--- src/rtl/spi_os_slave.sv ---
module spi_os_slave #(
  parameter int DW = 8,
  parameter int TW = 16
) (
  input  logic          clk,
  input  logic          rst_n,
  input  logic          cfg_cpol,
  input  logic          cfg_cpha,
  input  logic [TW-1:0] cfg_limit,
  input  logic          sclk_in,
  input  logic          ss_n_in,
  input  logic          mosi_in,
  output logic          miso_out,
  output logic          miso_oe,
  input  logic [DW-1:0] tx_data,
  input  logic          tx_valid,
  output logic          tx_take,
  output logic [DW-1:0] rx_data,
  output logic          rx_strobe,
  output logic          underrun,
  output logic          timeout_flag,
  output logic          abort_flag
);
  localparam int CW = (DW > 1) ? $clog2(DW) : 1;
  localparam logic [CW-1:0] LAST = CW'(DW - 1);

  typedef enum logic [1:0] {IDLE, RUN, HALT} st_t;
  st_t st;

  logic [2:0]    sclk_sh;
  logic [1:0]    ss_sh, mosi_sh;
  logic          pol_q, pha_q, need;
  logic [CW-1:0] cnt;
  logic [TW-1:0] tmo;
  logic [DW-1:0] tx_sr, rx_sr;

  logic sel, sedge, lead, trail, samp, shft, in_run;
  assign sel    = ~ss_sh[1];
  assign sedge  = sclk_sh[1] ^ sclk_sh[2];
  assign lead   = sedge & (sclk_sh[1] != pol_q);
  assign trail  = sedge & (sclk_sh[1] == pol_q);
  assign samp   = pha_q ? trail : lead;
  assign shft   = pha_q ? lead : trail;
  assign in_run = (st == RUN);

  assign miso_oe  = in_run;
  assign miso_out = in_run & tx_sr[DW-1];

  always_ff @(posedge clk or negedge rst_n) begin
    if (!rst_n) begin
      sclk_sh <= '0;
      ss_sh   <= '1;
      mosi_sh <= '0;
    end else begin
      sclk_sh <= {sclk_sh[1:0], sclk_in};
      ss_sh   <= {ss_sh[0], ss_n_in};
      mosi_sh <= {mosi_sh[0], mosi_in};
    end
  end

  always_ff @(posedge clk or negedge rst_n) begin
    if (!rst_n) begin
      st           <= IDLE;
      pol_q        <= 1'b0;
      pha_q        <= 1'b0;
      need         <= 1'b0;
      cnt          <= '0;
      tmo          <= '0;
      tx_sr        <= '0;
      rx_sr        <= '0;
      rx_data      <= '0;
      rx_strobe    <= 1'b0;
      tx_take      <= 1'b0;
      underrun     <= 1'b0;
      timeout_flag <= 1'b0;
      abort_flag   <= 1'b0;
    end else begin
      rx_strobe <= 1'b0;
      tx_take   <= 1'b0;
      case (st)
        IDLE: begin
          pol_q <= cfg_cpol;
          pha_q <= cfg_cpha;
          if (sel) begin
            st           <= RUN;
            cnt          <= '0;
            tmo          <= '0;
            timeout_flag <= 1'b0;
            abort_flag   <= 1'b0;
            need         <= cfg_cpha;
            underrun     <= 1'b0;
            if (!cfg_cpha) begin
              tx_sr    <= tx_valid ? tx_data : '1;
              tx_take  <= tx_valid;
              underrun <= ~tx_valid;
            end
          end
        end
        RUN: begin
          if (!sel) begin
            st <= IDLE;
            if (cnt != '0) abort_flag <= 1'b1;
          end else if (tmo == cfg_limit) begin
            st           <= HALT;
            timeout_flag <= 1'b1;
          end else begin
            tmo <= sedge ? '0 : tmo + 1'b1;
            if (samp) begin
              rx_sr <= {rx_sr[DW-2:0], mosi_sh[1]};
              if (cnt == LAST) begin
                cnt       <= '0;
                rx_data   <= {rx_sr[DW-2:0], mosi_sh[1]};
                rx_strobe <= 1'b1;
                need      <= 1'b1;
              end else begin
                cnt <= cnt + 1'b1;
              end
            end
            if (shft) begin
              if (need) begin
                need     <= 1'b0;
                tx_sr    <= tx_valid ? tx_data : '1;
                tx_take  <= tx_valid;
                underrun <= underrun | ~tx_valid;
              end else begin
                tx_sr <= {tx_sr[DW-2:0], 1'b1};
              end
            end
          end
        end
        default: if (!sel) st <= IDLE;
      endcase
    end
  end
endmodule

--- config.mk ---
export PLATFORM = sky130hd
export DESIGN_NAME = spi_os_slave
export DESIGN_NICKNAME = d
export VERILOG_FILES = /design/src/rtl/spi_os_slave.sv
export SDC_FILE = /design/constraint.sdc
export NUM_CORES = 1
export LEC_CHECK = 0
export CAP_MARGIN = 20
export CORE_AREA = 2 2 82 84
export CTS_BUF_LIST = sky130_fd_sc_hd__clkbuf_2 sky130_fd_sc_hd__clkbuf_4 sky130_fd_sc_hd__clkbuf_8
export DETAILED_ROUTE_END_ITERATION = 12
export DIE_AREA = 0 0 84 86
export PLACE_DENSITY = 0.76
export SLEW_MARGIN = 5
export SYNTH_ARGS = -nofsm -noshare
export SYNTH_HDL_FRONTEND = slang
export SYNTH_SLANG_ARGS = --single-unit
--- constraint.sdc ---
create_clock -name clk -period 2.4 [get_ports clk]
set_input_delay 0.6 -clock clk [delete_from_list [all_inputs] [get_ports clk]]
set_output_delay 0.6 -clock clk [all_outputs]
set_load 0.02 [all_outputs]
After elaboration in Yosys (flattened, before gate mapping) --
Index checks and enable logic that the tools add are counted.
Operators by class: add/subtract/negate cells 2, equal/unequal tests 16, multiplexer cells 60, bitwise operators 8, reductions and logical operators 13
Operator list (count):
- 2-to-1 mux 16 bit | 4
- 2-to-1 mux 8 bit | 7
- case mux 16 bit (2 select lines) | 1
- 2-to-1 mux 1 bit | 31
- adder 16 x 1 -> 16 bit, second input constant | 1
- == test 16 bit | 1
- inequality test 2 bit, second input constant | 8
- case mux 8 bit (2 select lines) | 1
- AND reduction 4 bit | 4
- 2-to-1 mux 3 bit | 5
- AND reduction 6 bit | 2
- case mux 1 bit (2 select lines) | 5
- AND reduction 5 bit | 2
- 2-to-1 mux 2 bit | 4
- case mux 3 bit (2 select lines) | 1
- nonzero test 3 bit | 2
- inequality test 2 x 1 -> 1 bit, second input constant | 2
- case mux 2 bit (2 select lines) | 1
- adder 3 x 1 -> 3 bit, second input constant | 1
- AND 1 bit | 3
- == test 3 bit, second input constant | 1
- inequality test 3 x 2 -> 1 bit, second input constant | 1
- NOT 1 bit | 3
- AND reduction 3 bit | 1
- other kinds (7) | 7
Word-level totals: register bits 59, input port bits 32, output and inout port bits 15, word-level logic and storage cells 116

Longest topological paths before layout --
Gate-level depths: netlist of the first run.
depth after elaboration 9, mapped depth 8, depth with buffers taken out 6

Worst setup path before layout of the first run --
Ideal clock, no wire load.
kind input -> register, from input cfg_limit[11], to register rx_sr[0], setup time 0.125 ns, arrival time 1.843 ns, required time 2.275 ns, path slack 0.432 ns, cell stages on the path 6, buffers on the path 1, path through xor2_1 -> nor4_1 -> nand4_1 -> buf_2 -> nand3_2 -> mux2_2
On the way: cells in the longest elaborated chain, start to end 3
RTL lines:
- start, declared | line 9 | input logic [TW-1:0] cfg_limit,
- == test 16 bit | line 103 | end else if (tmo == cfg_limit) begin
- NOT 1 bit (no line)
- AND reduction 4 bit (no line)
- end signal, assigned | line 109 | rx_sr <= {rx_sr[DW-2:0], mosi_sh[1]};
- end, declared | line 35 | logic [DW-1:0] tx_sr, rx_sr;
Every way passes these cells. A chain may end at the register's enable or synchronous reset.

Worst setup path in the final report of the first run --
from input cfg_limit[11], to register rx_sr[2]
Same word-level chain as after synthesis.

==> results of run 1 <==
[worst min path at each step]
stage	startpoint	to	depth (start not counted)
5_1_grt	rst_n	tmo[5]	1
6_report	rst_n	tmo[5]	1
4_1_cts	rst_n	tmo[5]	1
3_3_place_gp	sclk_sh[0]	sclk_sh[1]	0
2_1_floorplan	rst_n	abort_flag	0
3_5_place_dp	mosi_sh[0]	mosi_sh[1]	0
[layout by cell type (no fill, tap or decap), drive strengths merged, types with 13 or more instances in the layout]
master / instances
buf: 20
xor2: 16
dfrtp: 57
nor2: 24
clkdlybuf4s50: 43
mux2: 25
o211ai: 22
nand2: 33
inv: 13
[logic make-up after synthesis]
kind of cell / synth area share (%)
xor gates and xnor gates: 4.83
buffers and inverters: 5.18
adders and majority gates: 1.55
DFF: 45.7
muxes: 9.51
and+or+nand+nor: 18.3
AOI/OAI and AO/OA: 15.0
[worst max-delay path, delay by kind of cell]
kind                   cells  cell delay, ns
XOR/XNOR                   1            0.17
buffers and inverters      2            0.65
multiplexers               1            0.35
AND/OR/NAND/NOR            3            0.70
[metal layers]
| metal | GRT usage [%] | share of wire (%) | vias to the layer above | wire [um] |
|---|---|---|---|---|
| met5 | 0 | 0 | - | 0 |
| met4 | 10.6 | 1.9 | 0 | 139 |
| met1 | 27.9 | 45 | 1315 | 3300 |
| li1 | - | - | 1279 | - |
| met3 | 4.04 | 4.9 | 15 | 358 |
| met2 | 35.4 | 48 | 78 | 3520 |
[metrics by stage]
stage	setup slack, ns	setup TNS (ns)	hold WS, ns	utilization, %	cells
2_1_floorplan	0.432	0	0.304	-	319
3_3_place_gp	-0.259	-5.48	0.333	61.0	440
3_5_place_dp	-0.328	-8.02	0.338	61.0	440
4_1_cts	0.0132	0	0.241	64.1	456
5_1_grt	0.0233	0	0.272	64.3	456
6_report	0.142	0	0.234	64.3	456
[report_power, final]
group / switching, mW / total [mW] / internal (mW)
combinational: 0.245 / 0.537 / 0.292
sequential: 0.106 / 1.24 / 1.14
clock: 0.409 / 0.901 / 0.492
total: 0.760 / 2.68 / 1.92
[registers in the layout, indices dropped and copies added (netlist names)]
| register | cells |
|---|---|
| rx_sr | 7 |
| st | 2 |
| pha_q | 1 |
| rx_data | 8 |
| cnt | 3 |
| need | 1 |
| tmo | 16 |
| ss_sh | 2 |
| mosi_sh | 2 |
| underrun | 1 |
| rx_strobe | 1 |
| tx_take | 1 |
| timeout_flag | 1 |
| tx_sr | 8 |
| abort_flag | 1 |
| pol_q | 1 |
| sclk_sh | 3 |
[cell type report]
type,instances,area (um2)
clock buffers,10,131
clock inverters,6,67.6
fillers,520,2240
inverters,13,48.8
multi-input cells,226,1600
flip-flops and latches,59,1480
well taps,77,96.3
repair buffers,65,616
==> flow_summary.ini, run 1 <==
[status]
status = finished, final reports clean

[clock_tree]
h-tree-depth = 3
clk_path_buf_depth = 2
cts-root-buf = clkbuf_8
post_cts_resized = 0
cts_setup_buffers = 0
cts_hold_buffers = 0
clk_pin_slew_ns = 0.07
cts_buffers = 9
cts.sinks = 59
worstSkewPairLatency_ns = 0.34
cts_tree = done

[logic_synthesis]
syn-cell-area_um2 = 3240
synth_edf_count = 0
syn_inst = 319
syn_avg_cell_area_um2 = 10.2
netlist_top_cells_count = dfrtp_1, nand2_1, nor2_1
syn_nets = 355
yosysTopAreaCellShare_pct = 44.0
synth_top_flop_cell = dfrtp_1
synth-seq-cells = 59
synth_top_cell_by_area = dfrtp_1
yosysMostFrequentCell = dfrtp_1
synth.area.top_cells = dfrtp_1, mux2_2, o211ai_1, xor2_1, nand2_1
synth-async-reset-ratio_pct = 100
yosysSeqAreaShare_pct = 45.7
yosysWarnings = 0
synth_cell_types = 49

[timing]
grt_setup_unrepaired = no
slew_violations = 0
setup_viol = 0
period_share_pct = 94.1
worst_slew_pin_slew_ns = 0.529
relSlewSlack_pct = 64.7
hold_viol = 0
fmax_mhz = 443
period_needed_ns = 2.26
clock_skew_ns = 0.0104

[critical_path]
crit_path_cell_trace = clkdlybuf4s50_1 -> xor2_1 -> nor4_2 -> nand4_1 -> buf_4 -> nand3_2 -> mux2_2
crit_end = rx_sr[2]
reg2reg_from = tmo[3]
start_kind = primary input
crit_path_max_fanout = 10
cp_data_required_time_ns = 2.62
critPathLaunch = cfg_limit[11]
path_class = primary input to register
max_stage_delay_ns = 0.43
r2r_cells = 6
reg2reg_slack_ns = 0.29
arrival_ns = 2.48
cpMaxStageDelayCell = clkdlybuf4s50_1
reg2reg_to = rx_sr[2]
end_kind = register

[detailed_routing]
routed_wirelength_mm = 7.32
detail_route.vias_per_cell = 5.89
detail-route-antenna-nets = 0
drtIter0Drc = 174
num_vias = 2687
post-route-drc-count = 0
routedWlPerCell_um = 16.1
drt_first_pass_iters = 5

[die]
start_util_pct = 51.6
die_x_um = 84
core_um2 = 6280
pin_count = 47
fp.dieH_um = 86
die-area_um2 = 7220
fp-row-count = 29

[layout]
nets = 410
stdcell_area_um2 = 4040
layout-drive-gt1-share_pct = 19.0
num_antenna_cells = 0
syn_to_final_growth_pct = 24.7

[global_route]
grt_max_degree = 40
grt_pass1_vias = 2662
antenna_found_initial = 0
grt_pass1_wl_mm = 12.5
grt_overflow = 0
track_usage_pct = 21.7

[pwr]
power_leakage_nw = 1.79
ir_drop_v = 0.000651
powerDensity_nw_per_um2 = 664
power_mw = 2.68

[placed_design]
gp_congestion = 0.923
dpl.hpwl_mm = 5.20
portBuffers = 46
placed_cell_area_um2 = 3830

[worst_hold_path]
hold_class = primary input to async pin

[job]
max_cap_violations = 0
(Power assumes the default switching activity.)
==> run 2: changes to the inputs <==
--- a/config.mk
+++ b/config.mk
@@ -5,12 +5,15 @@
 export SDC_FILE = /design/constraint.sdc
 export NUM_CORES = 1
 export LEC_CHECK = 0
+export ABC_CLOCK_PERIOD_IN_PS = 2400
 export CAP_MARGIN = 20
-export CORE_AREA = 2 2 82 84
+export CELL_PAD_IN_SITES_DETAIL_PLACEMENT = 1
+export CELL_PAD_IN_SITES_GLOBAL_PLACEMENT = 2
+export CORE_AREA = 2 2 98 100
 export CTS_BUF_LIST = sky130_fd_sc_hd__clkbuf_2 sky130_fd_sc_hd__clkbuf_4 sky130_fd_sc_hd__clkbuf_8
 export DETAILED_ROUTE_END_ITERATION = 12
-export DIE_AREA = 0 0 84 86
-export PLACE_DENSITY = 0.76
+export DIE_AREA = 0 0 100 102
+export PLACE_DENSITY_LB_ADDON = 0.1
 export SLEW_MARGIN = 5
 export SYNTH_ARGS = -nofsm -noshare
 export SYNTH_HDL_FRONTEND = slang
==> run 2 against run 1 <==
Compared with the run above:
- final area rose by 2.7%
- fmax down 2.0%
- via count shrank 1.1%
- worst setup slack lost 0.045 ns
- die area up 41%
- non-clock buffer count rose by 9
- first-iteration DRC count fell by 70%
- sequential power about the same
- largest power group unchanged
- highest routed layer unchanged
==> flow_summary.ini, run 2 (synthesized netlist as in run 1, its figures left out) <==
[status]
status = finished, final reports clean

[global_route]
grt_pass1_vias = 2782
grt_max_degree = 25
track_usage_pct = 18.0
antenna_found_initial = 0
grt_overflow = 0
grt_pass1_wl_mm = 14.2

[detailed_routing]
post-route-drc-count = 0
drt_first_pass_iters = 4
routed_wirelength_mm = 8.59
routedWlPerCell_um = 17.2
detail-route-antenna-nets = 0
drtIter0Drc = 53
num_vias = 2657
detail_route.vias_per_cell = 5.32

[clock_tree]
cts_buffers = 9
cts_tree = done
h-tree-depth = 3
cts-root-buf = clkbuf_8
worstSkewPairLatency_ns = 0.35
clk_path_buf_depth = 2
cts.sinks = 59
cts_setup_buffers = 0
clk_pin_slew_ns = 0.09

[placed_design]
dpl.hpwl_mm = 6.33
pre_cts_ws_ns = -0.390
placed_cell_area_um2 = 3950
portBuffers = 46
dp_cells = 483
gp_congestion = 0.809

[pwr]
powerDensity_nw_per_um2 = 639
ir_drop_v = 0.000397
power_leakage_nw = 1.84

[job]
max_cap_violations = 0

[layout]
regMostFlops = tmo
final_cells = 499
nets = 419
final_cell_mix = dfrtp_1, clkdlybuf4s50_1, nand2_1, buf_4, nor2_1
largest_register_ffs = 16
num_antenna_cells = 0
syn_to_final_growth_pct = 28.1
largestRegisters = tmo (16), rx_data (8), tx_sr (8)
utilization_pct = 45.5
final_common_cell = dfrtp_1
stdcell_area_um2 = 4150
layout-drive-gt1-share_pct = 20.9

[timing]
clock_skew_ns = 0.0157
fmax_mhz = 434
worst_slew_pin_slew_ns = 0.552
period_share_pct = 96.0
fin_ws_ns = 0.0962
hold_viol = 0
setup_viol = 0
relSlewSlack_pct = 63.2
period_needed_ns = 2.30
grt_setup_unrepaired = no
slew_violations = 0

[die]
pin_count = 47
die_x_um = 100
die-area_um2 = 10200
fp.dieH_um = 102
fp-row-count = 35
start_util_pct = 35.5
core_um2 = 9110

[critical_path]
crit_path_max_fanout = 10
arrival_ns = 2.54
end_kind = register
start_kind = primary input
path_class = primary input to register
cp_data_required_time_ns = 2.63

[worst_hold_path]
hold_class = primary input to async pin
## run 2: cell count changes in the layout (fill, tap and decap cells not counted)
cell        before  now
buf_4           18   26
buf_12           1    2
clkbuf_4         1    0
clkinv_4         2    1
clkinvlp_4       2    1
inv_6            0    3
clkbuf_8         9   10
bufinv_16        1    0
## run 2: power by group
group	internal [mW]	switching, mW
logic	0.297	0.251
registers	1.14	0.105
clock network	0.413	0.450
total	1.85	0.805
## run 2: path summary, 6_finish.rpt
check	from	endpoint	slack (ns)	cells after the start
hold / removal	rst_n	rx_strobe	0.23	1
hold reg to reg	sclk_sh[0]	sclk_sh[1]	0.35	0
min in group clk	sclk_sh[0]	sclk_sh[1]	0.35	0
setup reg to reg	tmo[11]	rx_sr[1]	0.28	6
setup / recovery	cfg_limit[11]	rx_sr[1]	0.1	7
max in group asynchronous	rst_n	ss_sh[1]	1.49	2
## run 2: timing repair
| item | CTS | global route |
|---|---|---|
| gates resized for setup | 1 | 3 |
| setup endpoints to repair | 8 | 25 |
| hold buffers | 0 | 0 |
## run 2: cell type report
cell class	instances	area [um2]
Sequential cell	59	1480
Clock inverter	6	47.5
Timing Repair Buffer	74	696
Multi-Input combinational cell	226	1600
Fill cell	1051	4960
Clock buffer	10	138
Tap cell	111	139
Inverter	13	48.8
## run 2: stage by stage
stage | setup TNS [ns] | total power [mW] | hold slack [ns]
final | 0 | 2.65 | 0.230
after global routing | 0 | 2.80 | 0.257
after CTS | 0 | 2.69 | 0.237
after detailed placement | -11.19 | 1.81 | 0.336
after global placement | -10.33 | 1.79 | 0.334
after floorplan | 0 | 1.58 | 0.304
## run 2: routing by layer
layer / routed length, um / track usage [%] / up-vias
met5: 0 / 0 / -
met4: 92 / 6.32 / 0
met3: 243 / 2.94 / 7
met2: 4270 / 31.2 / 40
met1: 3990 / 22.8 / 1328
li1: - / - / 1282
## run 2: worst max-delay path, cell delays in order
cell and delay [ns]:
clkdlybuf4s50_1 0.42, xor2_1 0.16, nor4_2 0.36, nand4_1 0.22, buf_4 0.24, nand3_2 0.17, mux2_2 0.36
==> run 3: changes to the inputs <==
--- a/config.mk
+++ b/config.mk
@@ -14,6 +14,7 @@
 export DETAILED_ROUTE_END_ITERATION = 12
 export DIE_AREA = 0 0 100 102
 export PLACE_DENSITY_LB_ADDON = 0.1
+export RECOVER_POWER = 100
 export SLEW_MARGIN = 5
 export SYNTH_ARGS = -nofsm -noshare
 export SYNTH_HDL_FRONTEND = slang
==> run 3 against run 2 <==
Compared with the run above:
- core utilization decreased by 1.0 points
- combinational power decreased by 11%
- die area unchanged
- register-to-register slack got worse by 0.03 ns
- routed wire length about the same
- final area decreased by 2.2%
- count of clock-buffer cells in the layout unchanged
- fmax about the same
- clock power about the same
- sequential share of layout area increased by 0.80 points
- critical endpoint unchanged
==> flow_summary.ini, run 3 (synthesized netlist as in run 1, its figures left out) <==
[timing]
worst_slew_pin_slew_ns = 1.25
period_needed_ns = 2.30
period_share_pct = 95.9
grt_setup_unrepaired = no
fin_ws_ns = 0.0974
fmax_mhz = 434
clock_skew_ns = 0.0149
setup_viol = 0
relSlewSlack_pct = 16.6
slew_violations = 0
hold_viol = 0

[pwr]
power_frac_comb_pct = 18.9
power_leakage_nw = 1.80
ir_drop_v = 0.000394
intPower_mw = 1.79
swShare_pct = 30.8
clockPowerShare_pct = 33.3
switching_power_uw = 797
seq_power_share_pct = 47.8
powerDensity_nw_per_um2 = 638
power_mw = 2.59

[detailed_routing]
detail_route.vias_per_cell = 5.31
num_vias = 2651
post-route-drc-count = 0
drtIter0Drc = 54
drt_first_pass_iters = 4
routedWlPerCell_um = 17.2
detail-route-antenna-nets = 0
routed_wirelength_mm = 8.60

[global_route]
antenna_found_initial = 0
grt_overflow = 0
grt_max_degree = 25
track_usage_pct = 18.0
grt_pass1_vias = 2782
grt_pass1_wl_mm = 14.2

[worst_hold_path]
hold_class = register to register
min-delay-start = sclk_sh[0]

[status]
status = finished, final reports clean

[layout]
utilization_pct = 44.5
final_cell_mix = dfrtp_1, nand2_1, clkdlybuf4s50_1, nor2_1, o211ai_1
seq_area_um2 = 1480
fill_cells = 1058
regMostFlops = tmo
layout-drive-gt1-share_pct = 18.0
largestRegisters = tmo (16), rx_data (8), tx_sr (8)
nets = 419
num_antenna_cells = 0
largest_register_ffs = 16
stdcell_area_um2 = 4060
final_common_cell = dfrtp_1
multi_input_area_um2 = 1570
syn_to_final_growth_pct = 25.2

[die]
core_um2 = 9110
start_util_pct = 35.5
pin_count = 47
fp-row-count = 35
die_x_um = 100
fp.dieH_um = 102
die-area_um2 = 10200

[critical_path]
cp_top_family = simple AND/OR/NAND/NOR gates
cpMaxStageDelayCell = clkdlybuf4s50_1
cp_data_required_time_ns = 2.63
reg2reg_from = st[1]
max_stage_delay_ns = 0.42
critPathBufInv = 2
critPathLaunch = cfg_limit[11]
start_kind = primary input
crit_path_max_fanout = 10
end_kind = register
crit_path_cell_trace = clkdlybuf4s50_1 -> xor2_1 -> nor4_2 -> nand4_1 -> buf_4 -> nand3_2 -> mux2_2
path_class = primary input to register
arrival_ns = 2.53

[clock_tree]
worstSkewPairLatency_ns = 0.35
clk_pin_slew_ns = 0.08
h-tree-depth = 3
cts_tree = done
cts-root-buf = clkbuf_8
clk_path_buf_depth = 2
cts_buffers = 9
cts.sinks = 59

[placed_design]
gp_congestion = 0.809
placed_cell_area_um2 = 3950
pre_cts_ws_ns = -0.390
dpl.hpwl_mm = 6.33
portBuffers = 46

[job]
max_cap_violations = 0
-- run 3: cell types whose count changed in the layout (fill, tap and decap cells not counted), moves of 6 or more --
cell             change
buf_4                -6
mux2_4               -7
clkdlybuf4s50_1     -16
dlygate4sd3_1       +16
mux2_1               +7
clkbuf_1             +6
-- run 3: routing by layer --
layer,part of all wire (%),GRT usage (%),vias to the layer above,routed length (um)
li1,-,-,1284,-
met1,47,22.8,1322,4020
met2,50,31.2,38,4270
met3,2.5,2.94,7,218
met4,1.1,6.32,0,92
met5,0,0,-,0
-- run 3: repair_timing --
action / CTS / global route
hold buffers: 0 / 0
setup endpoints to repair: 8 / 25
resized for setup: 1 / 3
hold endpoints to repair: 0 / 0
pin swaps: 0 / 0
setup buffers: 0 / 0
-- run 3: power groups by stage --
stage | logic, mW | clock network (mW) | registers [mW]
finish | 0.490 | 0.860 | 1.24
global route | 0.546 | 0.929 | 1.26
CTS | 0.558 | 0.890 | 1.24
detailed placement | 0.556 | 0 | 1.26
global placement | 0.541 | 0 | 1.25
floorplan | 0.341 | 0 | 1.24
-- run 3: path summary, 6_finish.rpt --
check | endpoint | slack [ns] | cells past startpoint
hold reg to reg | sclk_sh[1] | 0.35 | 0
hold / removal | sclk_sh[1] | 0.35 | 0
max in group asynchronous | need | 0.58 | 2
setup reg to reg | tmo[15] | 0.25 | 6
setup / recovery | rx_sr[1] | 0.1 | 7
min in group asynchronous | rx_strobe | 0.49 | 1
-- run 3: area by class of cell --
cell class,instances,area share [%]
multi-input cells,226,38.8
inverters,13,1.20
flip-flops and latches,59,36.5
well taps,111,3.42
clock inverters,6,1.17
repair buffers,74,15.6
clock buffers,10,3.39
-- run 3: per-stage QoR --
step	TNS, ns	std cells	hold slack (ns)
5_1_grt	0	499	0.360
4_1_cts	0	499	0.237
2_1_floorplan	0	319	0.304
6_report	0	499	0.350
3_3_place_gp	-10.33	483	0.334
3_5_place_dp	-11.19	483	0.336
